`config.mk`:
```
export PLATFORM = sky130hd
export DESIGN_NAME = burst_addr_seq
export DESIGN_NICKNAME = d
export VERILOG_FILES = /design/src/rtl/burst_seq_pkg.sv /design/src/rtl/burst_seq_ctrl.sv /design/src/rtl/burst_seq_dp.sv /design/src/rtl/burst_addr_seq.sv
export SDC_FILE = /design/constraint.sdc
export NUM_CORES = 1
export LEC_CHECK = 0
export BUFFER_PORTS_ARGS = -buffer_cell sky130_fd_sc_hd__buf_4
export CORE_ASPECT_RATIO = 1.5
export CORE_MARGIN = 2
export CORE_UTILIZATION = 35
export DETAILED_ROUTE_END_ITERATION = 6
export PLACE_DENSITY = 0.63
export SLEW_MARGIN = 20
export SYNTH_ARGS = -nofsm -noshare
export SYNTH_HDL_FRONTEND = slang
export SYNTH_SLANG_ARGS = --single-unit
export TNS_END_PERCENT = 50
```
`constraint.sdc`:
```
create_clock -name clk -period 2.35 [get_ports clk]
set_clock_uncertainty 0.1 [all_clocks]
set_input_delay 0.235 -clock clk [delete_from_list [all_inputs] [get_ports clk]]
set_output_delay 0.235 -clock clk [all_outputs]
set_load 0.005 [all_outputs]
```
`src/rtl/burst_seq_pkg.sv`:
```
package burst_seq_pkg;

  // cycle-type codes
  localparam logic [2:0] CT_CLASSIC = 3'd0;
  localparam logic [2:0] CT_CONST   = 3'd1;
  localparam logic [2:0] CT_INCR    = 3'd2;
  localparam logic [2:0] CT_END     = 3'd7;

  // burst-type codes
  localparam logic [1:0] BT_LINEAR = 2'd0;
  localparam logic [1:0] BT_WRAP4  = 2'd1;
  localparam logic [1:0] BT_WRAP8  = 2'd2;
  localparam logic [1:0] BT_WRAP16 = 2'd3;

  // strobes from control to datapath
  typedef struct packed {
    logic       holdAddr;   // accepted constant beat: keep its address
    logic       stepAddr;   // accepted incrementing beat: advance
    logic [1:0] wrapSel;    // burst-type of the accepted beat
    logic       inBurst;    // a burst is open, use predicted address
  } seqStrobe_t;

endpackage

```
`src/rtl/burst_seq_ctrl.sv`:
```
module burst_seq_ctrl
  import burst_seq_pkg::*;
#(
  parameter bit PIPELINED = 1'b1
) (
  input  logic       clk,
  input  logic       rst,
  input  logic       cycIn,
  input  logic       stbIn,
  input  logic       weIn,
  input  logic       stallIn,
  input  logic [2:0] ctiIn,
  input  logic [1:0] bteIn,
  output logic       ackOut,
  output logic       beatValid,
  output logic       beatWrite,
  output logic       beatLast,
  output seqStrobe_t strobe
);

  logic inBurst;
  logic ackReg;
  logic accept;
  logic ackNext;
  logic endsBurst;

  generate
    if (PIPELINED) begin : g_pipe
      // stall is only meaningful inside a cycle
      logic stallSeen;
      assign stallSeen = cycIn & stallIn;
      assign accept    = cycIn & stbIn & ~stallSeen;
      assign ackNext   = accept;

      // acknowledge follows every accepted beat by one clock
      a_r3_ack_follows: assert property (@(posedge clk) disable iff (rst)
        accept |=> ackReg);
      a_r3_no_stray_ack: assert property (@(posedge clk) disable iff (rst)
        !accept |=> !ackReg);
    end else begin : g_classic
      logic unusedStall;
      assign unusedStall = stallIn;
      assign accept      = cycIn & stbIn & ackReg;
      assign ackNext     = cycIn & stbIn & ~ackReg;

      // classic acknowledge is a single-clock pulse
      a_r4_ack_pulse: assert property (@(posedge clk) disable iff (rst)
        ackReg |=> !ackReg);
    end
  endgenerate

  always_comb begin
    endsBurst       = (ctiIn != CT_CONST) && (ctiIn != CT_INCR);
    strobe.holdAddr = accept && (ctiIn == CT_CONST);
    strobe.stepAddr = accept && (ctiIn == CT_INCR);
    strobe.wrapSel  = bteIn;
    strobe.inBurst  = inBurst;
  end

  always_ff @(posedge clk) begin
    if (rst) begin
      inBurst <= 1'b0;
      ackReg  <= 1'b0;
    end else begin
      ackReg <= ackNext;
      if (!cycIn)
        inBurst <= 1'b0;
      else if (accept)
        inBurst <= !endsBurst;
    end
  end

  assign ackOut    = ackReg;
  assign beatValid = accept;
  assign beatWrite = accept & weIn;
  assign beatLast  = accept & endsBurst;

  // dropping the cycle closes any burst
  a_r10_cyc_drop: assert property (@(posedge clk) disable iff (rst)
    !cycIn |=> !inBurst);
  // a closing beat returns to idle
  a_r9_close_idle: assert property (@(posedge clk) disable iff (rst)
    (accept && endsBurst) |=> !inBurst);
  // a constant beat keeps the burst open
  a_r6_const_opens: assert property (@(posedge clk) disable iff (rst)
    (accept && ctiIn == CT_CONST) |=> inBurst);

endmodule

```
`src/rtl/burst_seq_dp.sv`:
```
module burst_seq_dp
  import burst_seq_pkg::*;
#(
  parameter int ADDR_W = 8    // must be at least 5 for the 16-beat window
) (
  input  logic              clk,
  input  logic              rst,
  input  logic [ADDR_W-1:0] adrIn,
  input  seqStrobe_t        strobe,
  output logic [ADDR_W-1:0] beatAddr
);

  localparam int NUM_WRAP = 3;

  logic [ADDR_W-1:0] curAddr;
  logic [ADDR_W-1:0] linNext;
  logic [ADDR_W-1:0] stepped;
  logic [ADDR_W-1:0] wrapNext [NUM_WRAP];

  assign beatAddr = strobe.inBurst ? curAddr : adrIn;
  assign linNext  = beatAddr + ADDR_W'(1);

  // window of 2^(k+2) words: low bits advance, upper bits held
  generate
    for (genvar k = 0; k < NUM_WRAP; k++) begin : g_wrap
      localparam int LW = k + 2;
      assign wrapNext[k] = {beatAddr[ADDR_W-1:LW], beatAddr[LW-1:0] + LW'(1)};
    end
  endgenerate

  always_comb begin
    case (strobe.wrapSel)
      BT_WRAP4:  stepped = wrapNext[0];
      BT_WRAP8:  stepped = wrapNext[1];
      BT_WRAP16: stepped = wrapNext[2];
      default:   stepped = linNext;
    endcase
  end

  always_ff @(posedge clk) begin
    if (rst)
      curAddr <= '0;
    else if (strobe.holdAddr)
      curAddr <= beatAddr;
    else if (strobe.stepAddr)
      curAddr <= stepped;
  end

  // constant burst keeps the address
  a_r6_hold_addr: assert property (@(posedge clk) disable iff (rst)
    strobe.holdAddr |=> curAddr == $past(beatAddr));
  // wrapping keeps the bits above the window
  a_r8_wrap4_upper: assert property (@(posedge clk) disable iff (rst)
    (strobe.stepAddr && strobe.wrapSel == BT_WRAP4)
      |=> curAddr[ADDR_W-1:2] == $past(beatAddr[ADDR_W-1:2]));
  a_r8_wrap16_upper: assert property (@(posedge clk) disable iff (rst)
    (strobe.stepAddr && strobe.wrapSel == BT_WRAP16)
      |=> curAddr[ADDR_W-1:4] == $past(beatAddr[ADDR_W-1:4]));

endmodule

```
`src/rtl/burst_addr_seq.sv`:
```
module burst_addr_seq
  import burst_seq_pkg::*;
#(
  parameter int ADDR_W    = 8,
  parameter bit PIPELINED = 1'b1
) (
  input  logic              clk,
  input  logic              rst,
  input  logic              cycIn,
  input  logic              stbIn,
  input  logic              weIn,
  input  logic              stallIn,
  input  logic [ADDR_W-1:0] adrIn,
  input  logic [2:0]        ctiIn,
  input  logic [1:0]        bteIn,
  output logic              ackOut,
  output logic [ADDR_W-1:0] beatAddr,
  output logic              beatValid,
  output logic              beatWrite,
  output logic              beatLast
);

  seqStrobe_t strobe;

  burst_seq_ctrl #(.PIPELINED(PIPELINED)) i_ctrl (
    .clk      (clk),
    .rst      (rst),
    .cycIn    (cycIn),
    .stbIn    (stbIn),
    .weIn     (weIn),
    .stallIn  (stallIn),
    .ctiIn    (ctiIn),
    .bteIn    (bteIn),
    .ackOut   (ackOut),
    .beatValid(beatValid),
    .beatWrite(beatWrite),
    .beatLast (beatLast),
    .strobe   (strobe)
  );

  burst_seq_dp #(.ADDR_W(ADDR_W)) i_dp (
    .clk     (clk),
    .rst     (rst),
    .adrIn   (adrIn),
    .strobe  (strobe),
    .beatAddr(beatAddr)
  );

  // the master's address inside a burst matches the prediction
  a_r11_predict: assert property (@(posedge clk) disable iff (rst)
    (strobe.inBurst && beatValid) |-> adrIn == beatAddr);

endmodule

```
# After elaboration in Yosys (flattened, before gate mapping)
# Cells that the tools add are included.
dict set report totals {
  wordCells 31
  latchBits 0
  regBits 10
  out_inout_bits 12
  ram_bits 0
  n_memories 0
  rom_bits 0
  inputBits 19
}
dict set report classes {
  n_mux 4
  bitwise_logic 7
  eq_ne 7
  n_addsub 4
  multipliers 0
  div 0
  magnitude_cmp 0
  shifts 0
  n_reduce_logical 6
}
# op count
set op_table {}
lappend op_table {{$mux 8} 3}
lappend op_table {{$pmux 8 s3} 1}
lappend op_table {{$add 8x1->8 const B} 1}
lappend op_table {{$and 1x1->1} 5}
lappend op_table {{$add 4x1->4 const B} 1}
lappend op_table {{$eq 2x2->1 const B} 2}
lappend op_table {{$add 3x1->3 const B} 1}
lappend op_table {{$eq 3x1->1 const B} 1}
lappend op_table {{$eq 3x2->1 const B} 1}
lappend op_table {{$logic_and 1x1->1} 3}
lappend op_table {{$ne 3x1->1 const B} 1}
lappend op_table {{$ne 3x2->1 const B} 1}
lappend op_table {{$add 2x1->2 const B} 1}
lappend op_table {{$eq 2x1->1 const B} 1}
lappend op_table {{$not 1->1} 2}
lappend op_table {{$reduce_bool 2->1} 1}
lappend op_table {{$reduce_or 2->1} 1}
lappend op_table {{$logic_not 1->1} 1}

# Logic depth before layout (Yosys ltp)
# Gate-level depths: netlist of the first run.
dict set report depth {
  ltp_word 6
  depth_mapped 8
}

# By module
# From an unflattened synthesis of the first run, not the netlist that was laid out.
dict set report unflattened {
  hier_cells 96
  area_unflattened_um2 860.8
}
# mod area_each_um2 cells_each instances
set modules_own_cells {}
lappend modules_own_cells {burst_seq_dp 718.2 79 1}
lappend modules_own_cells {burst_seq_ctrl 142.6 17 1}

# Worst setup path before layout of the first run
# OpenSTA, ideal clock, no wires.
dict set report synth_path {
  kind {register to register}
  from {register i_ctrl.inBurst}
  to {register i_dp.curAddr[6]}
  setup_ns 0.095
  required_ns 2.155
  arrival_time_ns 1.730
  setup_slack_ns 0.424
  synth_period_minus_slack_ns 1.926
  stages_incl_launch_ff 8
  path_cell_list {dfxtp_1 -> buf_2 -> buf_6 -> mux2_2 -> ha_1 -> nor3b_1 -> and3_1 -> o311ai_1}
}
dict set report synth_between {
  elab_chain_cells 5
}
# element line
set synth_lines {}
lappend synth_lines {{start, declared} burst_seq_ctrl.sv:21} ;# logic inBurst;
lappend synth_lines {{start signal, assigned} burst_seq_ctrl.sv:69} ;# inBurst <= !endsBurst;
lappend synth_lines {{$mux 8} burst_seq_dp.sv:20} ;# assign beatAddr = strobe.inBurst ? curAddr : adrIn;
lappend synth_lines {{net beatAddr[0]} burst_addr_seq.sv:17} ;# output logic [ADDR_W-1:0] beatAddr,
lappend synth_lines {{$add 8x1->8} burst_seq_dp.sv:21} ;# assign linNext = beatAddr + ADDR_W'(1);
lappend synth_lines {{$pmux 8 s3} burst_seq_dp.sv:32} ;# case (strobe.wrapSel)
lappend synth_lines {{$mux 8} burst_seq_dp.sv:45} ;# else if (strobe.stepAddr)
lappend synth_lines {{$mux 8} burst_seq_dp.sv:43} ;# else if (strobe.holdAddr)
lappend synth_lines {{end signal, assigned} burst_seq_dp.sv:44} ;# curAddr <= beatAddr;
lappend synth_lines {{end signal, assigned} burst_seq_dp.sv:46} ;# curAddr <= stepped;
lappend synth_lines {{end, declared} burst_seq_dp.sv:15} ;# logic [ADDR_W-1:0] curAddr;
# The timed path passes the listed nets, and every way through them passes these cells. The select of a mux whose other input is x is not followed.
# A chain may end at the register's enable or synchronous reset.

# Final worst setup path of the first run
dict set report layout_path {
  from {register i_ctrl.inBurst}
  to {register i_dp.curAddr[3]}
}
dict set report layout_between {
  elab_chain_cells 5
  elab_cells_between_ends 6
}
# element line
set layout_lines {}
lappend layout_lines {{$mux 8 *} burst_seq_dp.sv:20}
lappend layout_lines {{$add 8x1->8 or $add 4x1->4 (tied branches)} {burst_seq_dp.sv:21, burst_seq_dp.sv:27}}
lappend layout_lines {{$pmux 8 s3} burst_seq_dp.sv:32}
lappend layout_lines {{$mux 8} burst_seq_dp.sv:45}
lappend layout_lines {{$mux 8 *} burst_seq_dp.sv:43}
# Every way passes the cells marked *; elsewhere a longest branch is shown, timed or not. The select of a mux whose other input is x is not followed.

==> results.cfg, run 1 <==
[synthesis]
syn-instance-count = 94
synthTopCellsByArea = dfxtp_1 (25%), mux2_2 (5.7%), nand4_1 (4.8%), nor2_1 (4.8%), nand3_1 (3.8%)
synth_top_family_by_area = simple AND/OR/NAND/NOR gates
ys_types = 40
synthSimpleGateAreaFrac = 0.296
synth_mux_area_frac = 0.125
synth_top_area_share = 0.254
syn_area_um2 = 790
yosys_register_bits = 10
synth_edf_count = 0
synth_fp_nets = 114
synth_adder_area_share = 0.0158
syn_avg_cell_area_um2 = 8.40
yosysWarnings = 0
synth-main-ff-cell = dfxtp_1
yosysSeqAreaShare = 0.254
async_flop_share = 0
synth_compound_area_frac = 0.203
synth.largest_area_cell = dfxtp_1
synth_xor_area_frac = 0.0333

[finish]
layout-drive-gt1-share = 0.376
final_nets = 146
antennaDiodeCount = 0
area_delta_synth_final_pct = 33.8
layout_common_cells = buf_4 (31), nor2_1 (10), dfxtp_1 (10)
final_common_cell = buf_4

[timing]
max_freq_mhz = 545
setup_viol = 0
min_period_ns = 1.83
relSlewSlack = 0.676
slew_viol_final = 0
worst_pin_slew_ns = 0.484
whs_ns = 0.123
setup_tns_ns = 0
finalHoldViolCount = 0
rsz0062_at_grt = no
fin_crit_sh = 0.780

[die]
coreArea_mm2 = 0.00218
die_w_um = 42.8
die_y_um = 62.2
fp-row-count = 21
floorplan.initialDensity = 0.362
die_area_mm2 = 0.00266
ios = 31

[worst_setup_path]
crit_path_max_fanout = 12
critPathRequiredTime_ns = 2.43
r2r_start = i_ctrl.inBurst$_SDFFE_PP0P_
reg2reg_slack_ns = 0.52
reg2reg_depth = 5
start_kind = flop
regToRegEndpoint = i_dp.curAddr[3]$_SDFFE_PP0P_
crit_type = reg -> reg
critPathArrivalTime_ns = 1.91
cp-end-kind = flop

[detailed_routing]
via_per_inst = 5.67
wl_um = 2040
postRouteAntennaNets = 0
route.detailed.drc = 0
wl_per_cell_um = 13.8
dr.pass1.iters = 4
vias = 839
drt_iter0_drc = 18

[global_route]
grt_overflow = 0
grt_usage = 0.160
grt_max_degree = 13
antenna_found_initial = 0
grt_pass1_vias = 810
grt_pass1_wl_um = 3330

[status]
status = complete, no violations

[flow_run]
drv_cap = 0

[cts]
postCtsSetupBuffers = 0
ctsResizeCount = 0
root_buffer = clkbuf_4
clk_latency_ns = 0.28
clk_path_buf_depth = 2
clock_sinks = 10
cts-buffers-inserted = 3
post_cts_hold_buffer_count = 0
cts_tree = yes
htreeDepth = 1
clkTransAtPathRegs_ns = 0.08

[power]
ir_worst_vdd_mv = 0.223
pwr-share-comb = 0.240
p_int_w = 0.000324
p_switching_w = 0.000124
switching_share = 0.277
clkPwrFrac = 0.370
seq_power_share = 0.390
p_leak_nw = 0.433
powerDensity_mw_per_mm2 = 424

[min_path]
holdCritPathClass = in -> reg
min_from = rst
worstHoldPathCells = 2
min_to = i_dp.curAddr[0]$_SDFFE_PP0P_

[place]
port_buffers = 30
gp_congestion = 0.809
dp_hpwl_um = 1660
==> through the flow <==
stage | total power, W | instances | utilization | setup slack (ns) | instance area, um^2
after floorplan | 0.000233 | 94 | - | 0.424 | 790
after global placement | 0.000285 | 144 | 0.468 | 0.560 | 1020
after detailed placement | 0.000287 | 144 | 0.468 | 0.525 | 1020
after CTS | 0.000452 | 148 | 0.484 | 0.501 | 1060
after global routing | 0.000464 | 148 | 0.484 | 0.398 | 1060
final | 0.000448 | 148 | 0.484 | 0.516 | 1060
==> power groups by stage <==
stage | Clock, W | Sequential, W | Combinational [W]
2_1_floorplan | 0 | 0.000178 | 0.0000554
3_3_place_gp | 0 | 0.000178 | 0.000107
3_5_place_dp | 0 | 0.000179 | 0.000108
4_1_cts | 0.000168 | 0.000175 | 0.000109
5_1_grt | 0.000171 | 0.000175 | 0.000118
6_report | 0.000166 | 0.000175 | 0.000107
==> layer usage <==
metal | global-route usage | routed length (um)
met1 | 0.158 | 799
met2 | 0.299 | 1080
met3 | 0.0203 | 118
met4 | 0.0898 | 48
met5 | 0 | 0
==> cells in the mapped netlist (2+ instances only) <==
cell / number
a31o_1: 2
a32o_1: 2
xnor2_1: 3
nand3b_1: 2
nand3_1: 6
nor3b_1: 3
nand4_1: 6
o21ai_0: 2
a21oi_1: 2
inv_1: 6
mux2_2: 4
and2_1: 2
nor2_1: 10
mux2_4: 2
nand2_1: 5
dfxtp_1: 10
buf_6: 2
o311ai_1: 3
==> sequential cells by signal, indices dropped and copies added, names as in the netlist <==
register and cells:
i_ctrl.ackOut 1, i_dp.curAddr 8, i_ctrl.inBurst 1
==> critical path, stage by stage, from the launching register on <==
cell and delay, ns:
dfxtp_1 0.39, buf_4 0.23, mux2i_1 0.37, a21oi_2 0.15, a2111o_1 0.39, o311ai_1 0.10
==> how the worst max path moves through the flow <==
stage | startpoint | to | slack, ns | depth (start not counted)
floorplan | i_ctrl.inBurst$_SDFFE_PP0P_ | i_dp.curAddr[6]$_SDFFE_PP0P_ | 0.42 | 7
global placement | i_ctrl.inBurst$_SDFFE_PP0P_ | i_dp.curAddr[5]$_SDFFE_PP0P_ | 0.56 | 5
detailed placement | i_ctrl.inBurst$_SDFFE_PP0P_ | i_dp.curAddr[3]$_SDFFE_PP0P_ | 0.52 | 5
CTS | i_ctrl.inBurst$_SDFFE_PP0P_ | i_dp.curAddr[3]$_SDFFE_PP0P_ | 0.50 | 5
global route | i_ctrl.inBurst$_SDFFE_PP0P_ | i_dp.curAddr[3]$_SDFFE_PP0P_ | 0.40 | 5
finish | i_ctrl.inBurst$_SDFFE_PP0P_ | i_dp.curAddr[3]$_SDFFE_PP0P_ | 0.52 | 5
==> cell families (layout without fill, tap and decap cells) <==
kind of cell | count (synthesis) | count (layout)
mux | 8 | 8
simple gates | 42 | 42
buf+inv | 11 | 42
xor+xnor | 3 | 3
fa+ha+maj | 1 | 1
compound gates | 19 | 19
flops | 10 | 10
==> area by class of cell <==
type,count,area [um^2]
Clock buffer,4,36.3
Fill cell,223,1120
Inverter,7,26.3
Multi-Input combinational cell,73,532
Sequential cell,10,200
Tap cell,23,28.8
Timing Repair Buffer,31,233
(Power assumes the default switching activity.)
==> inputs of run 2 (changes only) <==
- ABC_AREA: unset -> 1
- PLACE_DENSITY: 0.63 -> 0.65
- clock period: 2.35 -> 1.6 ns (I/O delays scaled with it)
==> results.cfg, run 2 <==
[finish]
multi_input_area_um2 = 513
final_common_cell = buf_4
antennaDiodeCount = 0
final_nets = 176
area_delta_synth_final_pct = 40.9
fillerInstances = 235
final_util = 0.514
layout_common_cells = buf_4 (35), nand2_1 (23), nor2_1 (16)
layout-drive-gt1-share = 0.419
ff_latch_area_um2 = 204
largest-register = i_dp.curAddr
largest_reg_flops = 8

[cts]
clk_path_buf_depth = 2
clkTransAtPathRegs_ns = 0.07
cts_tree = yes
cts-buffers-inserted = 3
clk_latency_ns = 0.27
clock_sinks = 10
postCtsSetupBuffers = 0
htreeDepth = 1
root_buffer = clkbuf_4

[timing]
worst_pin_slew_ns = 0.440
max_freq_mhz = 677
min_period_ns = 1.48
rsz0062_at_grt = no
slew_viol_final = 0
fin_crit_sh = 0.923
setup_tns_ns = 0
setup_viol = 0
relSlewSlack = 0.706
finalHoldViolCount = 0

[synthesis]
synthTopCellsByArea = dfxtp_1 (25%), nand2_1 (11%), nor2_1 (7.5%), inv_1 (6.1%), nand2_2 (4.7%)
synth_edf_count = 0
yosysWarnings = 0
syn_area_um2 = 796
yosysMostFrequentCell = nand2_1
yosys_register_bits = 10
synth-main-ff-cell = dfxtp_1
synth.largest_area_cell = dfxtp_1
syn_avg_cell_area_um2 = 6.80
syn-instance-count = 117
yosysSeqAreaShare = 0.252
synthTopCellsByCount = nand2_1 (23), nor2_1 (16), inv_1 (13)
ys_types = 31
async_flop_share = 0
synth_top_area_share = 0.252
synth_fp_nets = 137

[die]
die_w_um = 42.9
coreArea_mm2 = 0.00218
die_area_mm2 = 0.00268
ios = 31
floorplan.initialDensity = 0.365
fp-row-count = 21
die_y_um = 62.4

[worst_setup_path]
crit_path_max_fanout = 7
critPathArrivalTime_ns = 1.52
crit_type = reg -> reg
critPathRequiredTime_ns = 1.65
start_kind = flop
cp-end-kind = flop

[power]
p_total_w = 0.000669
p_leak_nw = 0.562
powerDensity_mw_per_mm2 = 596
ir_worst_vdd_mv = 0.427

[flow_run]
drv_cap = 0

[detailed_routing]
drt_iter0_drc = 11
vias = 849
postRouteAntennaNets = 0
via_per_inst = 4.77
dr.pass1.iters = 4
wl_per_cell_um = 11.4
wl_um = 2030
route.detailed.drc = 0

[status]
status = complete, no violations

[place]
port_buffers = 30
gp_congestion = 0.779
dp_hpwl_um = 1670

[global_route]
grt_pass1_vias = 810
grt_max_degree = 17
grt_pass1_wl_um = 3390
grt_usage = 0.161
antenna_found_initial = 0
grt_overflow = 0

[min_path]
holdCritPathClass = in -> reg
[run 2: cell count changes in the layout (fill, tap and decap cells not counted), moves of 4 or more]
cell	delta
nand4_1	-5
o21ai_0	+5
buf_4	+4
nand2_1	+18
inv_1	+7
nand2_2	+6
nor2_1	+6
mux2_2	-4
[run 2: final timing paths]
| path | start | end | slack, ns | depth (start not counted) |
|---|---|---|---|---|
| worst max-delay path | i_ctrl.inBurst$_SDFFE_PP0P_ | i_dp.curAddr[4]$_SDFFE_PP0P_ | 0.12 | 8 |
| worst min-delay path | cycIn | i_ctrl.inBurst$_SDFFE_PP0P_ | 0.03 | 3 |
| worst min register to register | i_dp.curAddr[0]$_SDFFE_PP0P_ | i_dp.curAddr[0]$_SDFFE_PP0P_ | 0.44 | 2 |
| worst max register to register | i_ctrl.inBurst$_SDFFE_PP0P_ | i_dp.curAddr[4]$_SDFFE_PP0P_ | 0.12 | 8 |
[run 2: logic make-up (layout without fill, tap and decap cells)]
group	after synthesis	count (layout)	synth area share
flops	10	10	0.252
buf+inv	19	57	0.104
compound gates	24	24	0.212
xor+xnor	4	4	0.0440
simple gates	59	59	0.373
fa+ha+maj	1	1	0.0157
[run 2: what timing repair did]
| item | in CTS | in global routing |
|---|---|---|
| hold buffers | 1 | 0 |
| endpoints found under the hold margin | 2 | 0 |
| pin swaps | 0 | 1 |
| gates resized for setup | 1 | 2 |
| setup endpoints to repair | 2 | 4 |
[run 2: where the power goes]
group          switching, W  internal [W]  total, W
Sequential       0.00000436      0.000253  0.000258
Clock             0.0000991      0.000138  0.000237
Combinational     0.0000861     0.0000878  0.000174
[run 2: critical path, stage by stage (launching register included)]
cell and delay [ns]:
dfxtp_4 0.38, inv_4 0.09, nand2_1 0.08, nand2_4 0.09, ha_1 0.16, nand3_1 0.10, nor2_1 0.13, xor2_1 0.16
a21oi_1 0.07
[run 2: cell type report]
class,count,share of cell area
multi-input combinational,88,0.458
clock buffer,4,0.0324
timing repair buffer,36,0.243
sequential,10,0.182
tap,23,0.0257
inverter,17,0.0592
[run 2: routing by layer]
layer  vias up  track usage  part of all wire
met5         -            0                 0
met4         0       0.0682            0.0099
met3         2       0.0202             0.045
met2        18        0.288              0.53
met1       379        0.185              0.41
li1        450            -                 -
[run 2: through the flow]
step	hold slack, ns	worst slack, ns	instance area [um^2]	cells
2_1_floorplan	0.132	0.111	796	117
3_3_place_gp	0.260	0.0872	1070	173
3_5_place_dp	0.264	0.00929	1070	173
4_1_cts	0.0326	0.0556	1120	178
5_1_grt	0.0488	0.00513	1120	178
6_report	0.0350	0.124	1120	178
==> inputs of run 3 (changes only) <==
- CORE_MARGIN: 2 -> 4
- HOLD_SLACK_MARGIN: unset -> 0.06
==> results.cfg, run 3 (synthesis results as in run 2) <==
[die]
die_area_mm2 = 0.00312
die_y_um = 66.4
die_w_um = 46.9
floorplan.initialDensity = 0.379
coreArea_mm2 = 0.00210
ios = 31
fp-row-count = 20

[place]
placed_cells = 170
dp_hpwl_um = 1690
place_area_mm2 = 0.00105
gp_congestion = 0.807
port_buffers = 30

[finish]
layout.cells.non_filler = 176
layout_common_cells = buf_4 (33), nand2_1 (22), nor2_1 (15)
final_nets = 175
fillerInstances = 219
layout-drive-gt1-share = 0.429
final_common_cell = buf_4
area_delta_synth_final_pct = 42.0
largest-register = i_dp.curAddr
largest_reg_flops = 8
final_area_mm2 = 0.00113
antennaDiodeCount = 0

[cts]
clk_latency_ns = 0.28
root_buffer = clkbuf_4
postCtsSetupBuffers = 0
clkTransAtPathRegs_ns = 0.08
htreeDepth = 1
clk_path_buf_depth = 2
clock_sinks = 10
cts_tree = yes
cts-buffers-inserted = 3

[min_path]
holdCritPathClass = in -> reg
min_from = stallIn

[power]
p_switching_w = 0.000201
clkPwrFrac = 0.359
powerDensity_mw_per_mm2 = 605
ir_worst_vdd_mv = 0.409
p_int_w = 0.000482
seq_power_share = 0.379
switching_share = 0.294
pwr-share-comb = 0.262
p_total_w = 0.000683
p_leak_nw = 0.558

[timing]
finalHoldViolCount = 0
setup_tns_ns = 0
worst_pin_slew_ns = 0.419
max_freq_mhz = 660
rsz0062_at_grt = yes
fin_crit_sh = 0.947
relSlewSlack = 0.720
slew_viol_final = 0
min_period_ns = 1.52
setup_viol = 0

[worst_setup_path]
crit_path_max_fanout = 5
cp-end-kind = flop
critPathArrivalTime_ns = 1.58
r2r_start = i_ctrl.inBurst$_SDFFE_PP0P_
cp-startpoint = i_ctrl.inBurst$_SDFFE_PP0P_
crit_type = reg -> reg
critPathRequiredTime_ns = 1.66
start_kind = flop

[detailed_routing]
vias = 878
postRouteAntennaNets = 0
drt_iter0_drc = 28
dr.pass1.iters = 4
wl_um = 2160
route.detailed.drc = 0
wl_per_cell_um = 12.3
via_per_inst = 4.99

[global_route]
grt_pass1_vias = 832
grt_usage = 0.151
grt_overflow = 0
grt_max_degree = 17
antenna_found_initial = 0
grt_pass1_wl_um = 3270

[flow_run]
drv_cap = 0

[status]
status = complete, no violations
-- run 3: per-stage QoR --
stage	util	hold WS, ns	setup WS (ns)
3_5_place_dp	0.501	0.263	0.0473
5_1_grt	0.538	0.0961	-0.0254
3_3_place_gp	0.501	0.259	0.0865
4_1_cts	0.527	0.121	0.0314
6_report	0.538	0.0886	0.0846
2_1_floorplan	-	0.132	0.111
-- run 3: worst max-delay path, stage by stage (launching register included) --
cell	delay [ns]
dfxtp_2	0.36
buf_4	0.17
o21ai_2	0.15
ha_1	0.18
nand3_1	0.10
nor2_1	0.12
xor2_1	0.15
a21oi_1	0.07
-- run 3: what timing repair did --
action,CTS,global route
hold buffers,2,0
endpoints found under the hold margin,3,0
resized for setup,0,6
endpoints found under the setup margin,0,8
-- run 3: worst paths after layout --
path | to | slack [ns] | depth (start not counted)
min reg2reg | i_dp.curAddr[5]$_SDFFE_PP0P_ | 0.44 | 2
max | i_dp.curAddr[4]$_SDFFE_PP0P_ | 0.08 | 7
max reg2reg | i_dp.curAddr[4]$_SDFFE_PP0P_ | 0.08 | 7
min | i_ctrl.ackOut$_SDFF_PP0_ | 0.09 | 4
-- run 3: layer usage --
layer	vias to the layer above	wire (um)	global-route usage
li1	449	-	-
met1	387	773	0.146
met5	-	0	0
met3	5	147	0.0354
met4	0	62	0.0969
met2	37	1180	0.267
-- run 3: cell type report --
cell class / instances / area, um^2 / share of cell area
Inverter: 17 / 66.3 / 0.0587
Clock buffer: 4 / 36.3 / 0.0321
Sequential cell: 10 / 201 / 0.178
Timing Repair Buffer: 35 / 268 / 0.237
Tap cell: 22 / 27.5 / 0.0244
Multi-Input combinational cell: 88 / 531 / 0.470
-- run 3: power by group through the flow --
stage | clock network, W | registers, W | logic (W)
CTS | 0.000252 | 0.000258 | 0.000176
global route | 0.000264 | 0.000259 | 0.000196
floorplan | 0 | 0.000263 | 0.0000912
detailed placement | 0 | 0.000264 | 0.000171
global placement | 0 | 0.000264 | 0.000169
finish | 0.000246 | 0.000259 | 0.000179
